==> config.mk <==
export PLATFORM = sky130hd
export DESIGN_NAME = adc_init_seq
export DESIGN_NICKNAME = d
export VERILOG_FILES = /design/src/rtl/adc_init_pkg.sv /design/src/rtl/adc_init_detect.sv /design/src/rtl/adc_init_len.sv /design/src/rtl/adc_init_fsm.sv /design/src/rtl/adc_init_gate.sv /design/src/rtl/adc_init_seq.sv
export SDC_FILE = /design/constraint.sdc
export NUM_CORES = 1
export LEC_CHECK = 0
export BUFFER_PORTS_ARGS = -buffer_cell sky130_fd_sc_hd__buf_2
export CELL_PAD_IN_SITES_DETAIL_PLACEMENT = 1
export CELL_PAD_IN_SITES_GLOBAL_PLACEMENT = 2
export CORE_MARGIN = 5
export CORE_UTILIZATION = 28
export CTS_BUF_LIST = sky130_fd_sc_hd__clkbuf_4 sky130_fd_sc_hd__clkbuf_8 sky130_fd_sc_hd__clkbuf_16
export CTS_CLUSTER_SIZE = 12
export DETAILED_ROUTE_END_ITERATION = 10
export HOLD_SLACK_MARGIN = 0.02
export PLACE_DENSITY = 0.81
export SLEW_MARGIN = 30
export SYNTH_ARGS = -nofsm -noshare
export SYNTH_HDL_FRONTEND = slang
export SYNTH_SLANG_ARGS = --single-unit
==> constraint.sdc <==
create_clock -name clk_i -period 1.55 [get_ports clk_i]
set_clock_uncertainty 0.05 [all_clocks]
set_input_delay 0.0775 -clock clk_i [delete_from_list [all_inputs] [get_ports clk_i]]
set_output_delay 0.0775 -clock clk_i [all_outputs]
set_load 0.05 [all_outputs]
==> src/rtl/adc_init_pkg.sv <==
package adc_init_pkg;
  typedef enum logic [1:0] {
    ST_IDLE  = 2'd0,
    ST_INIT  = 2'd1,
    ST_RUN   = 2'd2,
    ST_FAULT = 2'd3
  } seq_state_e;

  localparam logic [1:0] HPF_ILLEGAL = 2'b11;
  localparam int unsigned NUM_CH = 2;
endpackage

==> src/rtl/adc_init_detect.sv <==
module adc_init_detect #(
  parameter int unsigned NCH = 2
) (
  input  logic           clk_i,
  input  logic           rst_ni,
  input  logic [NCH-1:0] pwr_i,
  output logic           start_o,
  output logic           any_on_o
);
  logic [NCH-1:0] prev_q;
  logic [NCH-1:0] rise;

  always_ff @(posedge clk_i or negedge rst_ni) begin
    if (!rst_ni) prev_q <= '0;
    else         prev_q <= pwr_i;
  end

  for (genvar g = 0; g < NCH; g++) begin : g_rise
    assign rise[g] = pwr_i[g] & ~prev_q[g];
  end

  assign start_o  = |rise;
  assign any_on_o = |pwr_i;
endmodule

==> src/rtl/adc_init_len.sv <==
module adc_init_len #(
  parameter int unsigned CNT_W  = 12,
  parameter int unsigned LEN_00 = 3088,
  parameter int unsigned LEN_01 = 1552,
  parameter int unsigned LEN_10 = 784
) (
  input  logic [1:0]       mode_i,
  output logic [CNT_W-1:0] last_o,
  output logic             bad_o
);
  import adc_init_pkg::*;

  always_comb begin
    bad_o  = 1'b0;
    last_o = '0;
    unique case (mode_i)
      2'b00:   last_o = CNT_W'(LEN_00 - 1);
      2'b01:   last_o = CNT_W'(LEN_01 - 1);
      2'b10:   last_o = CNT_W'(LEN_10 - 1);
      default: bad_o  = 1'b1;
    endcase
  end
endmodule

==> src/rtl/adc_init_fsm.sv <==
module adc_init_fsm #(
  parameter int unsigned CNT_W = 12
) (
  input  logic             clk_i,
  input  logic             rst_ni,
  input  logic             start_i,
  input  logic             any_on_i,
  input  logic             tick_i,
  input  logic [CNT_W-1:0] last_i,
  input  logic             bad_i,
  output logic             busy_o,
  output logic             err_o,
  output logic             pass_o
);
  import adc_init_pkg::*;

  seq_state_e       state_q;
  logic [CNT_W-1:0] cnt_q;
  logic [CNT_W-1:0] last_q;

  always_ff @(posedge clk_i or negedge rst_ni) begin
    if (!rst_ni) begin
      state_q <= ST_IDLE;
      cnt_q   <= '0;
      last_q  <= '0;
    end else if (!any_on_i) begin
      state_q <= ST_IDLE;
      cnt_q   <= '0;
    end else if (start_i) begin
      // capture limit once; later mode writes do not reach the count
      cnt_q   <= '0;
      last_q  <= last_i;
      state_q <= bad_i ? ST_FAULT : ST_INIT;
    end else if (state_q == ST_INIT && tick_i) begin
      if (cnt_q == last_q) begin
        state_q <= ST_RUN;
        cnt_q   <= '0;
      end else begin
        cnt_q   <= cnt_q + 1'b1;
      end
    end
  end

  assign busy_o = (state_q == ST_INIT);
  assign err_o  = (state_q == ST_FAULT);
  assign pass_o = (state_q == ST_RUN);
endmodule

==> src/rtl/adc_init_gate.sv <==
module adc_init_gate #(
  parameter int unsigned DATA_W = 16
) (
  input  logic              clk_i,
  input  logic              rst_ni,
  input  logic              pass_i,
  input  logic [DATA_W-1:0] raw_i,
  output logic [DATA_W-1:0] out_o
);
  always_ff @(posedge clk_i or negedge rst_ni) begin
    if (!rst_ni)     out_o <= '0;
    else if (pass_i) out_o <= raw_i;
    else             out_o <= '0;
  end
endmodule

==> src/rtl/adc_init_seq.sv <==
module adc_init_seq #(
  parameter int unsigned DATA_W = 16,
  parameter int unsigned LEN_00 = 3088,
  parameter int unsigned LEN_01 = 1552,
  parameter int unsigned LEN_10 = 784
) (
  input  logic              clk_i,
  input  logic              rst_ni,
  input  logic              pwr_l_i,
  input  logic              pwr_r_i,
  input  logic [1:0]        hpf_mode_i,
  input  logic              fs_tick_i,
  input  logic              raw_vld_i,
  input  logic [DATA_W-1:0] raw_l_i,
  input  logic [DATA_W-1:0] raw_r_i,
  output logic              out_vld_o,
  output logic [DATA_W-1:0] out_l_o,
  output logic [DATA_W-1:0] out_r_o,
  output logic              busy_o,
  output logic              mode_err_o
);
  import adc_init_pkg::*;

  localparam int unsigned LEN_A   = (LEN_00 > LEN_01) ? LEN_00 : LEN_01;
  localparam int unsigned LEN_MAX = (LEN_A > LEN_10) ? LEN_A : LEN_10;
  localparam int unsigned CNT_W   = (LEN_MAX < 2) ? 1 : $clog2(LEN_MAX);

  logic             start;
  logic             any_on;
  logic [CNT_W-1:0] last;
  logic             bad;
  logic             pass;
  logic [NUM_CH-1:0]             pwr_vec;
  logic [NUM_CH-1:0][DATA_W-1:0] raw_vec;
  logic [NUM_CH-1:0][DATA_W-1:0] out_vec;

  assign pwr_vec = {pwr_r_i, pwr_l_i};
  assign raw_vec = {raw_r_i, raw_l_i};

  adc_init_detect #(.NCH(NUM_CH)) i_detect (
    .clk_i    (clk_i),
    .rst_ni   (rst_ni),
    .pwr_i    (pwr_vec),
    .start_o  (start),
    .any_on_o (any_on)
  );

  adc_init_len #(
    .CNT_W  (CNT_W),
    .LEN_00 (LEN_00),
    .LEN_01 (LEN_01),
    .LEN_10 (LEN_10)
  ) i_len (
    .mode_i (hpf_mode_i),
    .last_o (last),
    .bad_o  (bad)
  );

  adc_init_fsm #(.CNT_W(CNT_W)) i_fsm (
    .clk_i    (clk_i),
    .rst_ni   (rst_ni),
    .start_i  (start),
    .any_on_i (any_on),
    .tick_i   (fs_tick_i),
    .last_i   (last),
    .bad_i    (bad),
    .busy_o   (busy_o),
    .err_o    (mode_err_o),
    .pass_o   (pass)
  );

  for (genvar c = 0; c < NUM_CH; c++) begin : g_ch
    adc_init_gate #(.DATA_W(DATA_W)) i_gate (
      .clk_i  (clk_i),
      .rst_ni (rst_ni),
      .pass_i (pass),
      .raw_i  (raw_vec[c]),
      .out_o  (out_vec[c])
    );
  end

  assign out_l_o = out_vec[0];
  assign out_r_o = out_vec[1];

  always_ff @(posedge clk_i or negedge rst_ni) begin
    if (!rst_ni) out_vld_o <= 1'b0;
    else         out_vld_o <= raw_vld_i;
  end
endmodule

# [Yosys cells after proc, flatten, opt, wreduce, memory -nomap -nowiden]
# Cells that the tools add are included.
[totals] regBits=61 inputBits=40 out_inout_bits=35
[op_classes] add_sub_neg=1 eq_ne=8 mux=12 bitwise=4 reduce_logical=7
[op_table] op="$mux 12" n=4
[op_table] op="$pmux 12 s3" n=1
[op_table] op="$mux 16" n=2
[op_table] op="$add 12x1->12 const B" n=1
[op_table] op="$eq 12x12->1" n=1
[op_table] op="$mux 2" n=5
[op_table] op="$eq 2x2->1 const B" n=3
[op_table] op="$ne 3x3->1 const B" n=2
[op_table] op="$eq 2x1->1 const B" n=2
[op_table] op="$reduce_and 2->1" n=2
[op_table] op="$reduce_or 2->1" n=2
[op_table] op="$reduce_or 3->1" n=1
[op_table] op="$and 1x1->1" n=2
[op_table] op="$logic_not 2->1" n=1
[op_table] op="$not 1->1" n=2
[op_table] op="$logic_and 1x1->1" n=1

# [Depth between registers and ports, before layout]
# Gate-level depths: netlist of run 1.
[logic_depth] word_depth=5 mapped_depth=6 depth_no_buf=6

# [Cells and area by module]
# From an unflattened synthesis of run 1, not the netlist that was laid out.
[unflattened] cells_unflattened=225 hier_area_um2=2652.5
[by_module_without_submodules] mod="adc_init_fsm" n_inst=1 cells_per_inst=136 area_per_inst_um2=1372.6
[by_module_without_submodules] mod="adc_init_gate" n_inst=2 cells_per_inst=33 area_per_inst_um2=526.8
[by_module_without_submodules] mod="adc_init_len" n_inst=1 cells_per_inst=16 area_per_inst_um2=127.6
[by_module_without_submodules] mod="adc_init_detect" n_inst=1 cells_per_inst=6 area_per_inst_um2=73.8
[by_module_without_submodules] mod="adc_init_seq" n_inst=1 cells_per_inst=1 area_per_inst_um2=25.0

# [Worst setup path before layout of run 1]
# OpenSTA, ideal clock, no wires.
[synth_timing] kind="reg2reg" start="register i_fsm.state_q[1]" end="register i_fsm.cnt_q[4]" arrival_time_ns=1.873 required_time_ns=1.417 setup_slack_ns=-0.456 path_stages_with_launch=5 path_cell_list="dfrtp_1 -> nor2b_1 -> nand2_1 -> or3_1 -> o21ai_0"
[synth_via] elab_chain_len=3
[synth_lines] element="start, declared" line_no="adc_init_fsm.sv:17" source="seq_state_e state_q;"
[synth_lines] element="start signal, assigned" line_no="adc_init_fsm.sv:33" source="state_q <= bad_i ? ST_FAULT : ST_INIT;"
[synth_lines] element="$eq 2x1->1"
[synth_lines] element="named net busy_o" line_no="adc_init_seq.sv:19" source="output logic busy_o,"
[synth_lines] element="$logic_and 1x1->1" line_no="adc_init_fsm.sv:34" source="end else if (state_q == ST_INIT && tick_i) begin"
[synth_lines] element="$ne 3x3->1 (no line)"
[synth_lines] element="end signal, assigned" line_no="adc_init_fsm.sv:39" source="cnt_q <= cnt_q + 1'b1;"
[synth_lines] element="end, declared" line_no="adc_init_fsm.sv:18" source="logic [CNT_W-1:0] cnt_q;"
# The timed path passes the listed nets, and every way through them passes these cells.
# A chain may end at the register's enable or synchronous reset.

# [Worst setup path in the final report of run 1]
[layout_timing] start="register i_fsm.cnt_q[6]" end="register i_fsm.cnt_q[11]"
[layout_via] elab_chain_len=5 elab_cells_between_ends=6 cone_classes="add/sub (1); eq/ne (1); mux (4)"
[layout_lines] element="$add 12x1->12 / $eq 12x12->1 (equally long branches)" line_no="adc_init_fsm.sv:39, adc_init_fsm.sv:35"
[layout_lines] element="$mux 12 *" line_no="adc_init_fsm.sv:35" source="if (cnt_q == last_q) begin"
[layout_lines] element="$mux 12 *" line_no="adc_init_fsm.sv:34"
[layout_lines] element="$mux 12 *" line_no="adc_init_fsm.sv:29" source="end else if (start_i) begin"
[layout_lines] element="$mux 12 *" line_no="adc_init_fsm.sv:26" source="end else if (!any_on_i) begin"
# Every way passes the cells marked *; elsewhere a longest branch is shown, timed or not. The select of a mux whose other input is x is not followed.

==> run_results.csv, run 1 <==
group,metric,value,unit
synth,synth_top_area_cell,"dfrtp_1",
cells_and_area,final_cells,441,
synth,synth_top_family_by_area,"simple AND/OR/NAND/NOR gates",
routing,drtIter0Drc,26,
floorplanning,start_util,28.77,%
placed_design,post-place-ws,-182.5,ps
clock_tree,numCtsBuffers,5,
cells_and_area,diodes,0,
synth,synth_seq_area_share,60.47,%
synth,synthMuxAreaShare,2.016,%
placed_design,dp_cells,390,
synth,netlist_instances,192,
routing,routedWlPerCell,16.28,um
pwr,vdd_drop_max,0.0006859,V
run,maxCapViolCount,0,
setup_path,critPathKind,"flip-flop to flip-flop",
floorplanning,chipHeight,99.34,um
timing,min_period_over_period,108.5,%
synth,synth_cell_types,35,
clock_tree,ctsLongestPathBuffers,2,
timing,rsz0062_at_grt,"yes",
routing,vias_per_cell,4.481,
synth,yosys_warnings,0,
cells_and_area,nets,384,
routing,post-route-drc-count,0,
synth,syn_area_per_cell,11.64,um^2
routing,dr.pass1.iters,4,
synth,synth_area,0.002235,mm^2
global_route,grt_max_degree,55,
global_route,grt_first_pass_wirelength,11410,um
run_status,status,"finished with violations",
synth,synth_commonest_cells,"54 x dfrtp_1, 34 x and2_1, 19 x nand2_1",
synth,synth_fa_ha_area_share,3.359,%
floorplanning,coreArea,0.007767,mm^2
setup_path,crit_path_start_kind,"flip-flop",
placed_design,port_buffers,74,
floorplanning,design.die.area,0.009867,mm^2
setup_path,critPathArrivalTime,1830,ps
synth,ys.flop_type,"dfrtp_1",
timing,finalSetupViolations,13,
global_route,grtUsageTotal,14.57,%
setup_path,rrSetupSlack,-130,ps
pwr,powerDensity,905.1,mW/mm^2
global_route,grt-ovfl-total,0,
routing,drtAntennaViolNets,0,
clock_tree,cts_tree,"done",
clock_tree,cts-htree-levels,2,
run_status,violations,"negative setup slack",
synth,synth_edf_count,0,
hold_path,hold_path.class,"input port to flip-flop",
clock_tree,cts-root-buf,"clkbuf_8",
timing,holdWs,106.6,ps
timing,slew_viol_final,0,
timing,timing.final.ws_setup,-132.5,ps
routing,vias,1976,
placed_design,dp_hpwl,4424,um
timing,fmaxAchievable,0.5944,GHz
synth,ys_ff_latch,54,
clock_tree,cts_sinks,54,
setup_path,cp_max_fo,6,
timing,relSlewSlack,77.46,%
timing,tightest_slew,338.2,ps
synth,synth-compound-area-share,6.439,%
cells_and_area,fill_cells,860,
routing,routed_wl,7179,um
setup_path,required,1700,ps
synth,synth_nets,238,
timing,hold_viol,0,
synth,netlist.area_leader.share,60.47,%
synth,synthTopCellsByArea,"dfrtp_1 60%, and2_1 9.5%, ha_1 3.4%",
global_route,antenna_found_initial,0,
clock_tree,insertion_delay,310,ps
timing,period_minus_slack,1682,ps
synth,yosysMostFrequentCell,"dfrtp_1",
synth,synth_xor_area_share,2.352,%
floorplanning,io_pins,75,
cells_and_area,drive_gt1_share,43.66,%
floorplanning,die_x,99.34,um
synth,async_flop_share,100.0,%
placed_design,place_congestion,0.8100,
floorplanning,num_rows,32,
synth,yosys.area_share.simple,23.74,%
pwr,p_leak,1.830,nW
clock_tree,clk_pin_slew,90,ps
setup_path,worstSetupEndpointType,"flip-flop",
cells_and_area,area_growth_syn_to_layout,61.70,%
global_route,grt_pass1_vias,2238,
## cell usage in the layout (no fill, tap or decap), types with 5 or more instances in the layout
cell type and instances:
nand2_1 18, and2_1 34, clkbuf_8 6, buf_2 74, xnor2_1 5, ha_1 5, nor2_1 6, dfrtp_1 52
dlygate4sd3_1 36, buf_4 30
## sequential cells by signal, indices dropped and copies added, names as in the netlist
register           flops
i_fsm.cnt_q           12
i_detect.prev_q        2
g_ch.i_gate.out_o     32
out_vld_o              1
i_fsm.last_q           5
i_fsm.state_q          2
## power breakdown
part	internal (mW)	leakage (nW)	switching, mW
Sequential	1.48	0.723	0.0342
Combinational	0.307	1.05	0.443
Clock	0.532	0.0618	0.475
Total	2.32	1.83	0.952
## metrics by stage
step           setup TNS, ps  util, %  instance area [um^2]  total power, mW
2_1_floorplan              0        -                  2247            1.905
3_3_place_gp          -723.0    37.89                  2943            2.126
3_5_place_dp           -1201    37.89                  2943            2.142
4_1_cts               -818.7    45.20                  3511            3.242
5_1_grt                -2427    46.52                  3613            3.422
6_report              -951.3    46.52                  3613            3.271
## final cells by class
class                           instances  area (um^2)  share of cell area, %
Timing Repair Buffer                  145         1021                  28.25
Multi-Input combinational cell        129        978.4                  27.08
Inverter                                3        11.26                 0.3116
Tap cell                              102        127.6                  3.532
Clock buffer                            6        82.58                  2.285
Clock inverter                          2        38.79                  1.073
Sequential cell                        54         1354                  37.47
## critical path, cell delays in order, from the launching register on
cell and delay [ps]:
dfrtp_1 410, nor4_2 280, buf_4 160, nand2_4 50, o31ai_4 310, o21ai_1 130, a22o_1 190
## final timing paths
check                                startpoint                  endpoint  cells past startpoint
worst max-delay path             i_fsm.cnt_q[6]           i_fsm.cnt_q[11]                      6
worst min-delay path              hpf_mode_i[0]           i_fsm.last_q[3]                      3
worst max register to register   i_fsm.cnt_q[6]           i_fsm.cnt_q[11]                      6
worst min register to register  i_fsm.last_q[8]           i_fsm.last_q[8]                      1
max in group asynchronous                rst_ni            i_fsm.cnt_q[3]                      3
min in group asynchronous                rst_ni  g_ch[0].i_gate.out_o[13]                      3
## routing by layer
metal	global-route usage [%]	routed length (um)	vias up
met5	0	0	-
met4	2.941	89	0
met3	4.278	371	9
met2	28.67	4085	47
met1	15.15	2632	979
li1	-	-	941
## repair_timing
action,4_1_cts,5_1_grt
pin swaps,7,8
endpoints found under the setup margin,14,14
hold buffers,36,0
buffers inserted,4,3
gates resized for setup,16,17
endpoints found under the hold margin,89,0
## cell families after synthesis
family | after synthesis
simple gates | 93
flops | 54
compound gates | 20
buf+inv | 9
xor+xnor | 6
fa+ha+maj | 6
mux | 4
(Power assumes the default switching activity.)
==> run 2, diff against run 1 <==
- ABC_AREA: not set -> 1
- CORE_UTILIZATION: 28 -> 26
- CTS_CLUSTER_SIZE: 12 -> not set
==> run 2 against run 1 <==
Compared with the run above:
- the run now ends clean
- synthesized area increased by 6.4%
- routed wire length is 0.13% higher
- clock power shrank 19%
- sequential share of layout area grew 0.99 points
- final cell count increased by 18%
- flip-flop and latch count stayed put
- critical endpoint is now i_fsm.cnt_q[7]
- highest routed layer unchanged
==> run_results.csv, run 2 <==
group,metric,value,unit
synth,synth_top_area_cell,"dfrtp_1",
routing,dr.pass1.iters,4,
placed_design,dp_cells,467,
clock_tree,clk_pin_slew,100,ps
synth,async_flop_share,100.0,%
routing,routed_wl,7188,um
timing,tightest_slew,585.0,ps
cells_and_area,final_cell_mix,"74 x buf_2, 62 x inv_1, 54 x nand2_1, 52 x nor2_1, 50 x dfrtp_1",
clock_tree,ctsLongestPathBuffers,2,
timing,slew_viol_final,0,
floorplanning,start_util,27.00,%
setup_path,worstSetupEndpointType,"flip-flop",
setup_path,cp_max_fo,6,
setup_path,critical_path_cell_count,10,
synth,netlist_instances,282,
routing,routedWlPerCell,13.77,um
setup_path,rrSetupSlack,110,ps
placed_design,post-place-ws,-13.80,ps
global_route,grt-ovfl-total,0,
cells_and_area,final_cells,522,
routing,post-route-drc-count,0,
synth,ys.flop_type,"dfrtp_1",
synth,synth_area,0.002377,mm^2
clock_tree,cts-htree-levels,2,
timing,finalSetupViolations,0,
global_route,grt_pass1_vias,2407,
clock_tree,cts-root-buf,"clkbuf_8",
synth,syn_area_per_cell,8.430,um^2
clock_tree,cts_tree,"done",
synth,yosysMostFrequentCell,"inv_1",
timing,period_minus_slack,1495,ps
pwr,p_leak,2.036,nW
global_route,grt_first_pass_wirelength,11690,um
pwr,vdd_drop_max,0.0004806,V
setup_path,timing.rr.start,"i_fsm.cnt_q[0]",
timing,timing.final.ws_setup,55.49,ps
hold_path,hold_path.class,"input port to flip-flop",
setup_path,cp_num_buf_inv,4,
timing,min_period_over_period,96.42,%
synth,synth_nets,328,
floorplanning,die_x,105.6,um
floorplanning,chipHeight,105.6,um
routing,vias_per_cell,4.276,
synth,ys_ff_latch,54,
global_route,antenna_found_initial,0,
setup_path,endpoint,"i_fsm.cnt_q[7]",
clock_tree,insertion_delay,310,ps
clock_tree,numCtsBuffers,5,
cells_and_area,drive_gt1_share,30.43,%
routing,drtIter0Drc,38,
timing,hold_viol,0,
hold_path,min_path_cells,5,
synth,synth_seq_area_share,56.84,%
cells_and_area,fill_cells,1034,
cells_and_area,largest_reg_flops,32,
pwr,powerDensity,959.6,mW/mm^2
floorplanning,num_rows,34,
placed_design,port_buffers,74,
cells_and_area,layout_commonest_cell,"buf_2",
placed_design,dp_hpwl,4788,um
cells_and_area,top_register,"g_ch.i_gate.out_o",
routing,vias,2232,
synth,synth_cell_types,22,
setup_path,startpoint,"pwr_r_i",
synth,yosys_warnings,0,
synth,netlist.area_leader.share,56.84,%
global_route,grtUsageTotal,12.94,%
setup_path,critPathArrivalTime,1650,ps
cells_and_area,area_growth_syn_to_layout,48.37,%
synth,synth_edf_count,0,
global_route,grt_max_degree,33,
synth,synth_commonest_cells,"62 x inv_1, 56 x nor2_1, 55 x nand2_1",
floorplanning,design.die.area,0.01116,mm^2
hold_path,hp-start,"fs_tick_i",
routing,drtAntennaViolNets,0,
cells_and_area,nets,460,
setup_path,r2r_end,"i_fsm.cnt_q[10]",
setup_path,required,1700,ps
synth,synthTopCellsByArea,"dfrtp_1 57%, inv_1 9.8%, nor2_1 8.8%",
setup_path,path_cells,"dlygate4sd3_1 > buf_2 > inv_1 > nand2_1 > nand3_2 > nor2_4 > buf_4 > nor2_2 > xnor2_1 > nor2_1",
floorplanning,io_pins,75,
timing,relSlewSlack,61.00,%
cells_and_area,diodes,0,
setup_path,cp_top_family,"buffers and inverters",
setup_path,cpMaxStageDelayCell,"dlygate4sd3_1",
run,maxCapViolCount,0,
clock_tree,cts_sinks,54,
setup_path,ff2ff_path_depth,8,
run_status,status,"completed",
timing,holdWs,101.3,ps
timing,fmaxAchievable,0.6691,GHz
timing,rsz0062_at_grt,"yes",
floorplanning,coreArea,0.008806,mm^2
cells_and_area,reg_top3,"g_ch.i_gate.out_o (32), i_fsm.cnt_q (12), i_fsm.last_q (5)",
setup_path,slowest_delay,520,ps
timing,tns,0,ps
placed_design,place_congestion,0.8220,
setup_path,crit_path_start_kind,"input port",
setup_path,critPathKind,"input port to flip-flop",
-- run 2: report_power, final --
| part | switching (mW) | internal, mW | leakage [nW] | total [mW] |
|---|---|---|---|---|
| registers | 0.0571 | 1.52 | 0.720 | 1.58 |
| logic | 0.687 | 0.303 | 1.27 | 0.990 |
| clock network | 0.494 | 0.323 | 0.0450 | 0.817 |
| total | 1.24 | 2.15 | 2.04 | 3.38 |
-- run 2: logic make-up (layout without fill, tap and decap cells) --
kind of cell | after synthesis | in the layout | share of synthesized area [%]
compound gates | 11 | 11 | 2.684
simple gates | 141 | 142 | 25.47
buf+inv | 67 | 198 | 10.74
flops | 54 | 54 | 56.84
xor+xnor | 3 | 3 | 1.105
fa+ha+maj | 6 | 6 | 3.158
-- run 2: timing repair --
item | CTS | global route
buffers inserted | 0 | 11
gates resized for setup | 2 | 14
endpoints found under the hold margin | 51 | 0
setup endpoints to repair | 2 | 9
pin swaps | 0 | 6
cloned | 0 | 1
hold buffers | 36 | 0
-- run 2: worst min-delay path by stage --
stage                              end  slack, ps
2_1_floorplan  g_ch[0].i_gate.out_o[0]       -270
4_1_cts                 i_fsm.cnt_q[0]         90
5_1_grt                 i_fsm.cnt_q[0]        130
3_3_place_gp        i_detect.prev_q[1]         20
6_report                i_fsm.cnt_q[0]        100
3_5_place_dp        i_detect.prev_q[1]         20
-- run 2: area by class of cell --
| type | count | area [um^2] | area share (%) |
|---|---|---|---|
| Sequential cell | 54 | 1356 | 38.45 |
| Timing Repair Buffer | 128 | 890.9 | 25.26 |
| Multi-Input combinational cell | 162 | 822.0 | 23.31 |
| Inverter | 63 | 236.5 | 6.705 |
| Tap cell | 108 | 135.1 | 3.831 |
| Clock buffer | 5 | 68.82 | 1.951 |
| Clock inverter | 2 | 17.52 | 0.4966 |
-- run 2: tightest hold or removal path, stage by stage --
cell	delay, ps
buf_2	100
inv_1	80
nor2_4	60
nand3_1	70
nand2_1	40
-- run 2: stage by stage --
stage	utilization (%)	instance area [um^2]	power, mW
after floorplan	-	2377	2.183
after global placement	33.40	2942	2.439
after detailed placement	33.40	2942	2.456
after CTS	38.52	3392	3.356
after global routing	40.05	3527	3.578
final	40.05	3527	3.385
-- run 2: per-layer routing --
metal | wire length [um] | share of wire, % | vias to the layer above | track usage (%)
met2 | 3619 | 50 | 63 | 22.40
met1 | 2853 | 40 | 1073 | 14.53
met5 | 0 | 0 | - | 0
met4 | 97 | 1.3 | 0 | 3.885
met3 | 617 | 8.6 | 9 | 5.440
li1 | - | - | 1087 | -
